**src/rtl/wdog_pkg.sv**
```systemverilog
package wdog_pkg;

  typedef struct packed {
    logic       frz_halt;
    logic [1:0] sel;
    logic       act_nmi;
    logic       en;
  } wd_ctrl_t;

  localparam logic [1:0] A_CTRL = 2'd0;
  localparam logic [1:0] A_SVC  = 2'd1;
  localparam logic [1:0] A_STAT = 2'd2;

  localparam wd_ctrl_t CTRL_RST = '{frz_halt: 1'b0, sel: 2'b11, act_nmi: 1'b0, en: 1'b1};

endpackage

```
**src/rtl/wdog_ctrl.sv**
```systemverilog
module wdog_ctrl
  import wdog_pkg::*;
(
  input  logic       clk,
  input  logic       rst,
  input  logic       wr_en,
  input  logic [1:0] wr_addr,
  input  logic [4:0] wr_bits,
  output wd_ctrl_t   ctrl,
  output logic       locked
);

  always_ff @(posedge clk) begin
    if (rst) begin
      ctrl   <= CTRL_RST;
      locked <= 1'b0;
    end else if (wr_en && wr_addr == A_CTRL && !locked) begin
      ctrl   <= wr_bits;
      locked <= 1'b1;
    end
  end

  // once locked, the control word never changes until reset
  p_locked_hold_r5: assert property (@(posedge clk) disable iff (rst)
    locked |=> $stable(ctrl));

endmodule

```
**src/rtl/wdog_svc.sv**
```systemverilog
module wdog_svc
  import wdog_pkg::*;
#(
  parameter int          DW   = 16,
  parameter logic [15:0] KEY1 = 16'h556C,
  parameter logic [15:0] KEY2 = 16'hAA39
) (
  input  logic          clk,
  input  logic          rst,
  input  logic          wr_en,
  input  logic [1:0]    wr_addr,
  input  logic [DW-1:0] wr_data,
  output logic          svc_ok
);

  logic armed;
  logic svc_wr;

  assign svc_wr = wr_en && (wr_addr == A_SVC);
  assign svc_ok = svc_wr && armed && (wr_data == DW'(KEY2));

  always_ff @(posedge clk) begin
    if (rst)
      armed <= 1'b0;
    else if (svc_wr)
      armed <= (wr_data == DW'(KEY1));
  end

  // a completed service leaves the sequence disarmed
  p_disarm_r6: assert property (@(posedge clk) disable iff (rst)
    svc_ok |=> !armed);

endmodule

```
**src/rtl/wdog_core.sv**
```systemverilog
module wdog_core
  import wdog_pkg::*;
#(
  parameter int CNT_W  = 8,
  parameter int RELOAD = 255,
  parameter int TAP0   = 9,
  parameter int TAP1   = 13,
  parameter int TAP2   = 17,
  parameter int TAP3   = 21
) (
  input  logic             clk,
  input  logic             rst,
  input  wd_ctrl_t         ctrl,
  input  logic             freeze,
  input  logic             reload,
  input  logic             clr_nmi,
  output logic [CNT_W-1:0] cnt,
  output logic             rst_req,
  output logic             nmi
);

  localparam int TAPS [4] = '{TAP0, TAP1, TAP2, TAP3};
  localparam int PW01 = (TAP0 > TAP1) ? TAP0 : TAP1;
  localparam int PW23 = (TAP2 > TAP3) ? TAP2 : TAP3;
  localparam int PW   = (PW01 > PW23) ? PW01 : PW23;
  localparam logic [CNT_W-1:0] RLD = CNT_W'(RELOAD);

  logic [PW-1:0] tap_mask [4];
  logic [PW-1:0] presc;
  logic          running;
  logic          tick;
  logic          timeout;

  for (genvar g = 0; g < 4; g++) begin : g_tap
    localparam logic [PW:0] FULL = ({{PW{1'b0}}, 1'b1} << TAPS[g]) - 1'b1;
    assign tap_mask[g] = FULL[PW-1:0];
  end

  assign running = ctrl.en && !(ctrl.frz_halt && freeze);
  assign tick    = running && ((presc & tap_mask[ctrl.sel]) == tap_mask[ctrl.sel]);
  assign timeout = tick && (cnt == '0);

  always_ff @(posedge clk) begin
    if (rst) begin
      presc   <= '0;
      cnt     <= RLD;
      rst_req <= 1'b0;
      nmi     <= 1'b0;
    end else begin
      rst_req <= timeout && !ctrl.act_nmi;
      if (timeout && ctrl.act_nmi)
        nmi <= 1'b1;
      else if (clr_nmi)
        nmi <= 1'b0;
      if (!ctrl.en || reload) begin
        presc <= '0;
        cnt   <= RLD;
      end else if (running) begin
        presc <= presc + 1'b1;
        if (tick)
          cnt <= (cnt == '0) ? RLD : cnt - 1'b1;
      end
    end
  end

  // the count never leaves its reload range
  p_cnt_range_r2: assert property (@(posedge clk) disable iff (rst)
    cnt <= RLD);
  // reset request is a single-cycle pulse
  p_rst_pulse_r3: assert property (@(posedge clk) disable iff (rst)
    rst_req |=> !rst_req);
  // NMI holds until cleared
  p_nmi_sticky_r4: assert property (@(posedge clk) disable iff (rst)
    (nmi && !clr_nmi) |=> nmi);
  // a service leaves the count at its reload value
  p_reload_r6: assert property (@(posedge clk) disable iff (rst)
    reload |=> cnt == RLD);
  // a disabled watchdog raises no reset request
  p_off_quiet_r7: assert property (@(posedge clk) disable iff (rst)
    !ctrl.en |=> !rst_req);

endmodule

```
**src/rtl/wdog_top.sv**
```systemverilog
module wdog_top
  import wdog_pkg::*;
#(
  parameter int          DW     = 16,
  parameter int          CNT_W  = 8,
  parameter int          RELOAD = 255,
  parameter int          TAP0   = 9,
  parameter int          TAP1   = 13,
  parameter int          TAP2   = 17,
  parameter int          TAP3   = 21,
  parameter logic [15:0] KEY1   = 16'h556C,
  parameter logic [15:0] KEY2   = 16'hAA39
) (
  input  logic          clk,
  input  logic          rst,
  input  logic          wr_en,
  input  logic [1:0]    wr_addr,
  input  logic [DW-1:0] wr_data,
  input  logic [1:0]    rd_addr,
  output logic [DW-1:0] rd_data,
  input  logic          freeze,
  output logic          rst_req,
  output logic          nmi
);

  localparam int CW = $bits(wd_ctrl_t);

  wd_ctrl_t         ctrl;
  logic             locked;
  logic             svc_ok;
  logic             clr_nmi;
  logic [CNT_W-1:0] cnt;

  assign clr_nmi = wr_en && (wr_addr == A_STAT) && wr_data[0];

  wdog_ctrl u_ctrl (
    .clk     (clk),
    .rst     (rst),
    .wr_en   (wr_en),
    .wr_addr (wr_addr),
    .wr_bits (wr_data[CW-1:0]),
    .ctrl    (ctrl),
    .locked  (locked)
  );

  wdog_svc #(.DW(DW), .KEY1(KEY1), .KEY2(KEY2)) u_svc (
    .clk     (clk),
    .rst     (rst),
    .wr_en   (wr_en),
    .wr_addr (wr_addr),
    .wr_data (wr_data),
    .svc_ok  (svc_ok)
  );

  wdog_core #(
    .CNT_W(CNT_W), .RELOAD(RELOAD),
    .TAP0(TAP0), .TAP1(TAP1), .TAP2(TAP2), .TAP3(TAP3)
  ) u_core (
    .clk     (clk),
    .rst     (rst),
    .ctrl    (ctrl),
    .freeze  (freeze),
    .reload  (svc_ok),
    .clr_nmi (clr_nmi),
    .cnt     (cnt),
    .rst_req (rst_req),
    .nmi     (nmi)
  );

  always_ff @(posedge clk) begin
    if (rst) begin
      rd_data <= '0;
    end else begin
      case (rd_addr)
        A_CTRL:  rd_data <= {locked, {(DW-1-CW){1'b0}}, ctrl};
        A_SVC:   rd_data <= {{(DW-CNT_W){1'b0}}, cnt};
        A_STAT:  rd_data <= {{(DW-1){1'b0}}, nmi};
        default: rd_data <= '0;
      endcase
    end
  end

  // the lock flag never falls outside reset
  p_lock_sticky_r5: assert property (@(posedge clk) disable iff (rst)
    locked |=> locked);

endmodule

```
**config.mk**
```make
export PLATFORM = sky130hd
export DESIGN_NAME = wdog_top
export DESIGN_NICKNAME = d
export VERILOG_FILES = /design/src/rtl/wdog_pkg.sv /design/src/rtl/wdog_ctrl.sv /design/src/rtl/wdog_svc.sv /design/src/rtl/wdog_core.sv /design/src/rtl/wdog_top.sv
export SDC_FILE = /design/constraint.sdc
export NUM_CORES = 1
export LEC_CHECK = 0
export ABC_AREA = 1
export CAP_MARGIN = 20
export CORE_MARGIN = 2
export CORE_UTILIZATION = 45
export DETAILED_ROUTE_END_ITERATION = 6
export PLACE_DENSITY = 0.8
export SYNTH_ARGS = -nofsm -noshare
export SYNTH_HDL_FRONTEND = slang
export SYNTH_SLANG_ARGS = --single-unit
```
**constraint.sdc**
```tcl
create_clock -name clk -period 2 [get_ports clk]
set_input_delay 0.2 -clock clk [delete_from_list [all_inputs] [get_ports clk]]
set_output_delay 0.2 -clock clk [all_outputs]
set_load 0.05 [all_outputs]
```
# Word level (Yosys, flattened, before mapping)
# Index checks and enable logic that the tools add are counted.
[totals]
reg_bits = 54
inputBits = 24
output_inout_bits = 18
word_cells = 54
[classes]
add_sub_neg = 2
order_cmp = 1
eq_ne = 7
mux = 7
bitwise = 2
reduce_logical = 24
[ops]
columns = ["cell", "n"]
rows = [
  ["16-bit case mux with 3 select lines", 1],
  ["21-bit binary-select mux with 2-bit select", 1],
  ["21-bit two-way mux", 2],
  ["21-bit by 1-bit adder with 21-bit output (second input constant)", 1],
  ["21-bit bitwise AND", 1],
  ["21-bit == test", 1],
  ["16-bit by 15-bit == test with 1-bit output (second input constant)", 1],
  ["16-bit == test (second input constant)", 1],
  ["1-bit logical AND", 13],
  ["8-bit zero test", 1],
  ["8-bit two-way mux", 1],
  ["8-bit by 1-bit subtractor with 8-bit output (second input constant)", 1],
  ["2-bit by 1-bit == test with 1-bit output (second input constant)", 2],
  ["2-bit == test (second input constant)", 2],
  ["1-bit zero test", 4],
  ["2-bit zero test", 2],
  ["3-bit >= comparator (second input constant)", 1],
  ["2-bit NOT with 3-bit output", 1],
  ["1-bit two-way mux", 2],
  ["2-bit AND reduction", 1],
  ["2-bit nonzero test", 1],
  ["2-bit OR reduction", 1],
  ["1-bit logical OR", 1],
]

# Depth between registers and ports, before layout
# Gate-level depths: netlist of run 1.
[depth]
word_depth = 10
depth_mapped = 11
mapped_depth_nobuf = 10

# By module
# Synthesis of run 1 repeated with hierarchy kept, for this count alone.
[unflattened]
hier_cells = 374
hier_area_um2 = 2494.9
[modules_own_cells]
columns = ["module", "instances", "cells_each", "area_each_um2", "seq_area_each_um2"]
rows = [
  ["wdog_core", 1, 256, 1707.9, 620.6],
  ["wdog_top", 1, 51, 381.6, 180.2],
  ["wdog_ctrl", 1, 32, 239.0, 120.1],
  ["wdog_svc", 1, 35, 166.4, 20.0],
]

# Worst setup path before layout of run 1
# No wires, ideal clock.
[synth_timing]
kind = "reg-to-reg"
start = "register u_core.presc[0]"
end = "register u_core.cnt[1]"
setup_time_ns = 0.125
arrival_ns = 1.299
t_required_ns = 1.875
slack_ns = 0.576
stages_incl_launch_ff = 10
n_path_buf = 1
period_less_slack_ns = 1.424
cell_sequence = "dfxtp_1 -> ha_1 -> nand3_4 -> nor2_8 -> nand2_2 -> nor2_2 -> buf_6 -> nand2_4 -> nand2_1 -> o211ai_2"
[synth_between]
elab_chain_cells = 4
[synth_lines]
columns = ["element", "line_no", "text"]
rows = [
  ["start, declared", "wdog_core.sv:29", "logic [PW-1:0] presc;"],
  ["start signal, assigned", "wdog_core.sv:59", "presc <= presc + 1'b1;"],
  ["21-bit bitwise AND", "wdog_core.sv:40", "assign tick = running && ((presc & tap_mask[ctrl.sel]) == tap_mask[ctrl.sel]);"],
  ["21-bit == test", "wdog_core.sv:40", ""],
  ["1-bit logical AND", "wdog_core.sv:40", ""],
  ["2-bit AND reduction (no source line)", "n/a", ""],
  ["end signal, assigned", "wdog_core.sv:61", "cnt <= (cnt == '0) ? RLD : cnt - 1'b1;"],
  ["end, declared", "wdog_core.sv:17", "output logic [CNT_W-1:0] cnt,"],
]
# Every way passes these cells.
# A chain may end at the register's enable or synchronous reset.

# Final worst setup path of run 1
[layout_timing]
start = "register u_core.presc[0]"
end = "register u_core.cnt[6]"
# Same word-level chain as after synthesis.

==> results of run 1 <==
layout make-up:
cell class,instances,area share [%]
tap,70,3.00
clock buffer,6,2.49
timing repair buffer,38,12.7
clock inverter,2,0.428
sequential,47,32.2
multi-input combinational,250,42.2
inverter,54,6.94
through the flow:
stage | utilization (%) | instance area [um^2]
2_1_floorplan | - | 2470
3_3_place_gp | 54.8 | 2840
3_5_place_dp | 54.8 | 2840
4_1_cts | 56.5 | 2920
5_1_grt | 56.5 | 2920
6_report | 56.5 | 2920
layout by cell type (no fill, tap or decap), types with 3 or more instances in the layout:
cell | synthesis | layout
buf_4 | 7 | 4
conb_1 | 1 | 7
clkdlybuf4s50_1 | 0 | 34
or2_2 | 3 | 3
nand4_1 | 10 | 10
o211ai_1 | 3 | 3
o21ai_0 | 5 | 5
nor3_1 | 11 | 11
nor2_2 | 5 | 5
nand2_1 | 95 | 95
a21oi_1 | 23 | 23
nand3_1 | 30 | 30
inv_1 | 53 | 53
clkbuf_8 | 0 | 5
nor2_1 | 34 | 34
ha_1 | 3 | 3
nor3b_1 | 3 | 3
dfxtp_1 | 47 | 47
report_power, final:
part | switching [mW] | internal [mW] | leakage (nW)
clock network | 0.303 | 0.245 | 0.0412
logic | 0.144 | 0.0879 | 0.926
registers | 0.0129 | 0.956 | 0.382
final timing paths:
kind,startpoint,endpoint,slack (ns)
worst max-delay path,u_core.presc[0]$_SDFFE_PP0P_,u_core.cnt[6]$_SDFFE_PP1P_,0.35
worst min-delay path,u_svc.armed$_SDFFE_PP0P_,u_svc.armed$_SDFFE_PP0P_,0.48
worst max register to register,u_core.presc[0]$_SDFFE_PP0P_,u_core.cnt[6]$_SDFFE_PP1P_,0.35
worst min register to register,u_svc.armed$_SDFFE_PP0P_,u_svc.armed$_SDFFE_PP0P_,0.48
layer usage:
layer  vias up  track usage (%)
li1       1210                -
met1      1021             22.0
met2        48             31.8
met3         4             3.37
met4         0             2.86
met5         -                0
logic make-up after synthesis:
| logic type | after synthesis | synth area share (%) |
|---|---|---|
| and+or+nand+nor | 204 | 39.3 |
| buffers and inverters | 66 | 11.9 |
| DFF | 47 | 38.5 |
| AOI/OAI and AO/OA | 33 | 7.48 |
| xor gates and xnor gates | 3 | 1.08 |
| adders and majority gates | 3 | 1.54 |
| other | 1 | 0.153 |
registers in the layout, summed over array words and instances (netlist names):
register	flops
u_core.presc	21
u_core.cnt	8
u_ctrl.ctrl	5
u_core.nmi	1
u_core.rst_req	1
u_svc.armed	1
u_ctrl.locked	1
rd_data	9
worst max-delay path: stages, from the launching register on:
cell,delay (ns)
dfxtp_1,0.38
ha_1,0.24
nand3_4,0.11
nor2_8,0.17
nand2_2,0.07
nor2_2,0.07
buf_4,0.18
nand3_1,0.09
nand2_1,0.10
inv_1,0.10
nand3_1,0.08
==> impl_results.md, run 1 <==
- Outcome: finished, final reports clean
- Mean Syn Cell Area: 6.84 um^2
- Post-synthesis sequential area ratio: 38.5%
- Largest net degree at the start of global routing: 16
- H-Tree Depth: 2
- GRT Total Usage: 17.6%
- Post-route setup TNS: 0 ns
- CTS tree: yes
- Reg2Reg Depth: 10
- Clock Skews: 0.00778 ns
- Hold Path Depth: 2
- Layout Cells excl Fill: 467
- Max layer used: met4
- Clock latency on the worst-skew pair: 0.29 ns
- Antenna cells: 0
- Vias: 2283
- Final Power: 1.75 mW
- Max Buffers Root-to-Sink: 2
- Vias in the first global route: 2115
- Min Clock Period, post-route: 1.65 ns
- Max IR drop VDD: 0.000327 V
- Post-synth EDFFs: 0
- Number of max-cap violations: 0
- Clock buffer count from CTS: 5
- Flops & latches, synth: 47
- CTS resizes: 0
- CORE AREA: 5170 um^2
- Final WL: 4940 um
- Inst Count DP: 459
- Cts hold-fix bufs: 0
- CP Max Fanout: 11
- Nature of the critical path startpoint: flip-flop
- Sequential cell area: 941 um^2
- Worst Slack Setup Final: 0.352 ns
- Crit path capture type: flip-flop
- DRT Pass-1 Iters: 4
- Synth Cell Area: 2440 um^2
- Worst Hold Class: reg2reg
- Filler cell count: 464
- WS Path Type: reg2reg
- Cell row count: 26
- Layout cells sized above 1: 7.30%
- Vias per cell: 4.89
- Port Buffers: 34
- RSZ-0062 raised after global routing: no
- Pins Over Slew Limit: 0
- I/O pin count: 42
- Top FF cell, synth: dfxtp_1
- # Post-CTS Setup Buffers: 0
- ANT nets after route: 0
- Initial DRC count: 136
- Count leader, synth: nand2_1
- Drt drc: 0
- Mapped Cells: 357
- Die W: 77.7 um
- Initial antenna violation count: 0
- Setup Slack @ Placement: 0.238 ns
- Die area: 6040 um^2
- Grt total ovfl: 0
- Power Dens Cells: 599 nW/um^2
- Leakage: 1.35 nW
- Nets: 423
- Final Hold Viols: 0
- Multi-input gate area: 1230 um^2
- Metal-1 WL: 2280 um
- GP Congestion: 0.849
- Post-DP HPWL: 3830 um
- Sinks on Clock Net: 47
- Initial Util: 47.2%
- Post-synthesis cell type count: 33
- Crit path DAT: 1.89 ns
- Critical path required time: 2.24 ns
- Ys async rst share: 0%
- Top cell type's share of synthesized area: 38.5%
- Clock root cell: clkbuf_8
- Post-synthesis cell type with the largest combined area: dfxtp_1
- Top cells by area, synth: dfxtp_1 (39%), nand2_1 (15%), inv_1 (8.1%)
- Clock Pin Slew Worst Setup and Hold Paths: 0.09 ns
- Met3 wire length: 181 um
- WL per Instance: 10.6 um
- Final setup viols: 0
- P&R area growth vs syn: 19.5%
- Peak Freq: 607 MHz
- First-pass GRT wire length: 8930 um
- Least-Margin Pin Slew: 0.510 ns
- DIE HEIGHT: 77.7 um
- Commonest cells post-synth: nand2_1 (95), inv_1 (53), dfxtp_1 (47)
- Tcrit/Tclk final: 82.4%
- Slew headroom: 65.9%
- Synth Warn #: 0
- Routed met2 length: 2460 um
- WHS: 0.476 ns
Power figures use the tool's default switching activity.
==> inputs of run 2 (changes only) <==
- clock period: 2 -> 1.6 ns (I/O delays scaled with it)
==> impl_results.md, run 2 (synthesis results as in run 1) <==
- GRT Total Usage: 19.1%
- CP top delay family: buffers and inverters
- Vias in the first global route: 2253
- DIE HEIGHT: 77.7 um
- Area after DPL: 2950 um^2
- Antenna cells: 0
- ANT nets after route: 0
- Filler cell count: 448
- GRT met2 Usage: 33.5%
- Crit path buf inv count: 1
- Max reg flops: 21
- Crit path DAT: 1.40 ns
- Port Buffers: 34
- Pins Over Slew Limit: 0
- Die W: 77.7 um
- Nature of the critical path startpoint: flip-flop
- P&R area growth vs syn: 26.6%
- CORE AREA: 5170 um^2
- Top flop regs: u_core.presc (21), rd_data (9), u_core.cnt (8)
- Grt total ovfl: 0
- Post-route setup TNS: 0 ns
- Tcrit/Tclk final: 97.5%
- Vias per cell: 4.91
- Slew headroom: 65.4%
- Clock Pin Slew Worst Setup and Hold Paths: 0.09 ns
- Most flops, register: u_core.presc
- Final Hold Viols: 0
- Number of max-cap violations: 0
- GP Congestion: 0.865
- Met3 GRT Util: 3.84%
- Busiest grt layer: met2
- First-pass GRT wire length: 9440 um
- Critical path required time: 1.44 ns
- Fin area: 3090 um^2
- Clock root cell: clkbuf_8
- Crit path capture type: output port
- Critical path's slowest cell: clkdlybuf4s50_1
- Nets: 437
- CP Max Fanout: 1
- Final WL: 5400 um
- Setup Slack @ Placement: -0.0541 ns
- Sinks on Clock Net: 47
- Layout cells sized above 1: 12.7%
- Initial antenna violation count: 0
- Least-Margin Pin Slew: 0.518 ns
- Power Dens Cells: 780 nW/um^2
- Max IR drop VDD: 0.000512 V
- Min Clock Period, post-route: 1.56 ns
- Initial Util: 47.2%
- Met1 Usage GRT: 23.0%
- Post-DP HPWL: 4150 um
- H-Tree Depth: 2
- WS Path Type: reg2out
- Largest net degree at the start of global routing: 15
- WL per Instance: 11.2 um
- Drt drc: 0
- Die area: 6040 um^2
- Final setup viols: 0
- Outcome: finished, final reports clean
- DRT Pass-1 Iters: 4
- Worst Hold Class: reg2reg
- Vias: 2364
- Clock buffer count from CTS: 5
- Cts hold-fix bufs: 0
- Max Buffers Root-to-Sink: 2
- Most common cell after layout, fill and taps aside: nand2_1
- Leakage: 1.55 nW
- Clock latency on the worst-skew pair: 0.30 ns
- RSZ-0062 raised after global routing: no
- CTS tree: yes
- Clock Skews: 0.00589 ns
- Cell row count: 26
- Worst Slack Setup Final: 0.0401 ns
- I/O pin count: 42
- Initial DRC count: 141
- Layout Utilization: 59.8%
- Most frequent cells in the layout: nand2_1 (94), inv_1 (53), dfxtp_1 (45)
- Largest stage delay, worst path: 0.79 ns
- Worst path cell trace: clkdlybuf4s50_1
- Peak Freq: 641 MHz
## run 2: layer usage
metal	share of wire [%]	up-vias	wire (um)
met5	0	-	0
met4	1.8	0	99
met3	4.2	10	229
met2	50	46	2700
met1	44	1074	2370
li1	-	1234	-
## run 2: metrics by stage
| step | hold WS [ns] | instances | total power, mW |
|---|---|---|---|
| 6_report | 0.475 | 481 | 2.41 |
| 5_1_grt | 0.499 | 481 | 2.52 |
| 2_1_floorplan | 0.232 | 363 | 1.43 |
| 3_5_place_dp | 0.467 | 473 | 1.54 |
| 3_3_place_gp | 0.460 | 473 | 1.54 |
| 4_1_cts | 0.479 | 481 | 2.43 |
## run 2: worst register-to-register path, stage by stage (launching register included)
cell and delay (ns):
dfxtp_2 0.36, ha_2 0.21, nand3_4 0.10, nor2_8 0.17
nand3_1 0.11, nor2_1 0.22, nand3_1 0.11, nand2_1 0.08
nor2_1 0.04
## run 2: cell type report
cell class	count	area (um^2)	share of cell area (%)
sequential	47	943	30.5
clock inverter	2	35.0	1.13
tap	70	87.6	2.83
inverter	54	203	6.55
multi-input combinational	250	1250	40.4
timing repair buffer	52	494	16.0
clock buffer	6	82.6	2.67
## run 2: power by group
part	total [mW]	switching, mW	leakage, nW	internal [mW]
Clock	0.895	0.390	0.0612	0.506
Combinational	0.303	0.183	1.11	0.120
Sequential	1.21	0.0173	0.382	1.20
## run 2: worst paths after layout
path	start	to	slack (ns)	depth (start not counted)
max reg2reg	u_core.presc[0]$_SDFFE_PP0P_	u_core.presc[18]$_SDFFE_PP0P_	0.12	8
min reg2reg	u_ctrl.locked$_SDFFE_PP0P_	rd_data[15]$_SDFF_PP0_	0.48	2
min	u_ctrl.locked$_SDFFE_PP0P_	rd_data[15]$_SDFF_PP0_	0.48	2
max	rd_data[0]$_SDFF_PP0_	rd_data[0]	0.04	1
## run 2: repair_timing
action                                  in CTS  in global routing
setup buffers                                0                  0
resized for setup                            1                 12
endpoints found under the setup margin       1                 18
==> inputs of run 3 (changes only) <==
- CTS_BUF_LIST: not set -> sky130_fd_sc_hd__clkbuf_4
- SKIP_LAST_GASP: not set -> 1
==> impl_results.md, run 3 (synthesis results as in run 1) <==
- Outcome: finished, final reports clean
- Tcrit/Tclk final: 93.3%
- Clock buffer count from CTS: 5
- Antenna cells: 0
- Crit path buf inv count: 0
- Crit path capture type: flip-flop
- Nature of the critical path startpoint: flip-flop
- Area after DPL: 2950 um^2
- Number of max-cap violations: 0
- Final Hold Viols: 0
- H-Tree Depth: 2
- Cell row count: 26
- Layout cells sized above 1: 12.4%
- WS Path Type: reg2reg
- Largest stage delay, worst path: 0.37 ns
- First-pass GRT wire length: 9400 um
- Initial Util: 47.2%
- I/O pin count: 42
- Die W: 77.7 um
- Worst Slack Setup Final: 0.108 ns
- WL per Instance: 11.0 um
- Crit path DAT: 1.76 ns
- Port Buffers: 34
- Post-DP HPWL: 4150 um
- CP Max Fanout: 6
- Critical path required time: 1.87 ns
- Most frequent cells in the layout: nand2_1 (94), inv_1 (53), dfxtp_1 (45)
- GRT Total Usage: 18.9%
- DIE HEIGHT: 77.7 um
- Vias per cell: 4.88
- Die area: 6040 um^2
- Peak Freq: 670 MHz
- Max reg flops: 21
- Final setup viols: 0
- Initial antenna violation count: 0
- ANT nets after route: 0
- # Post-CTS Setup Buffers: 0
- Most common cell after layout, fill and taps aside: nand2_1
- Clock latency on the worst-skew pair: 0.37 ns
- Initial DRC count: 102
- Grt total ovfl: 0
- GP Congestion: 0.865
- Worst Hold Class: in2reg
- Leakage: 1.46 nW
- Max Buffers Root-to-Sink: 2
- Largest net degree at the start of global routing: 15
- Final Power: 2.21 mW
- CORE AREA: 5170 um^2
- Fin area: 3030 um^2
- Critical path's slowest cell: dfxtp_2
- Most flops, register: u_core.presc
- DRT Pass-1 Iters: 4
- CP top delay family: simple AND/OR/NAND/NOR gates
- Clock Skews: 0.0135 ns
- Top flop regs: u_core.presc (21), rd_data (9), u_core.cnt (8)
- RSZ-0062 raised after global routing: no
- Min Clock Period, post-route: 1.49 ns
- Final WL: 5300 um
- P&R area growth vs syn: 24.0%
- Cts hold-fix bufs: 0
- Vias in the first global route: 2232
- Max IR drop VDD: 0.000439 V
- Power Dens Cells: 729 nW/um^2
- Worst path cell trace: ha_2 -> nand3_4 -> nor2_8 -> nand3_1 -> nor2_1 -> nand3_1 -> nand2_1 -> nor2_1
- Setup Slack @ Placement: -0.0541 ns
- Pins Over Slew Limit: 0
- CTS tree: yes
- Clock Pin Slew Worst Setup and Hold Paths: 0.14 ns
- Vias: 2349
- Filler cell count: 470
- Nets: 437
- Sinks on Clock Net: 47
- Drt drc: 0
- Clock root cell: clkbuf_4
## run 3: changes by cell type in the layout (fill, tap and decap cells not counted), sizes merged
cell	before	now
clkinv	1	2
dlymetal6s2s	6	0
clkdlybuf4s50	24	23
dlygate4sd2	1	8
clkbuf	6	5
## run 3: worst register-to-register path, stage by stage (launching register included)
cell     delay (ns)
dfxtp_2        0.37
ha_2           0.21
nand3_4        0.10
nor2_8         0.17
nand3_1        0.11
nor2_1         0.22
nand3_1        0.11
nand2_1        0.08
nor2_1         0.04
## run 3: what timing repair did
item                       4_1_cts  5_1_grt
resized for setup                8        6
hold endpoints to repair         0        0
cloned                           0        0
setup endpoints to repair        8       14
## run 3: per-layer routing
metal | wire length, um | vias to the layer above | track usage [%] | part of all wire, %
li1 | - | 1235 | - | -
met1 | 2380 | 1055 | 23.1 | 45
met2 | 2640 | 47 | 33.4 | 50
met3 | 187 | 12 | 3.49 | 3.5
met4 | 85 | 0 | 6.07 | 1.6
met5 | 0 | - | 0 | 0
## run 3: stage by stage
step / util [%] / cells / hold WS (ns) / setup TNS (ns)
after floorplan: - / 363 / 0.232 / 0
after global placement: 56.9 / 473 / 0.460 / -0.0912
after detailed placement: 56.9 / 473 / 0.467 / -0.257
after CTS: 58.2 / 481 / 0.420 / 0
after global routing: 58.6 / 481 / 0.428 / 0
final: 58.6 / 481 / 0.433 / 0
## run 3: layout make-up
type	instances	area [um^2]	area share (%)
Inverter	54	203	6.69
Clock inverter	3	38.8	1.28
Tap cell	70	87.6	2.89
Timing Repair Buffer	52	470	15.5
Clock buffer	5	37.5	1.24
Sequential cell	47	943	31.1
Multi-Input combinational cell	250	1250	41.2
## run 3: where the power goes
| group | leakage [nW] | internal (mW) | switching, mW | total [mW] |
|---|---|---|---|---|
| Clock | 0.0426 | 0.322 | 0.373 | 0.695 |
| Combinational | 1.04 | 0.116 | 0.182 | 0.298 |
| Sequential | 0.382 | 1.20 | 0.0172 | 1.21 |
| Total | 1.46 | 1.64 | 0.573 | 2.21 |
## run 3: worst paths after layout
path,from,end,slack [ns],depth (start not counted)
worst max-delay path,u_core.presc[0]$_SDFFE_PP0P_,u_core.presc[18]$_SDFFE_PP0P_,0.11,8
worst min-delay path,rd_addr[0],rd_data[15]$_SDFF_PP0_,0.43,2
worst max register to register,u_core.presc[0]$_SDFFE_PP0P_,u_core.presc[18]$_SDFFE_PP0P_,0.11,8
worst min register to register,u_ctrl.locked$_SDFFE_PP0P_,rd_data[15]$_SDFF_PP0_,0.48,2
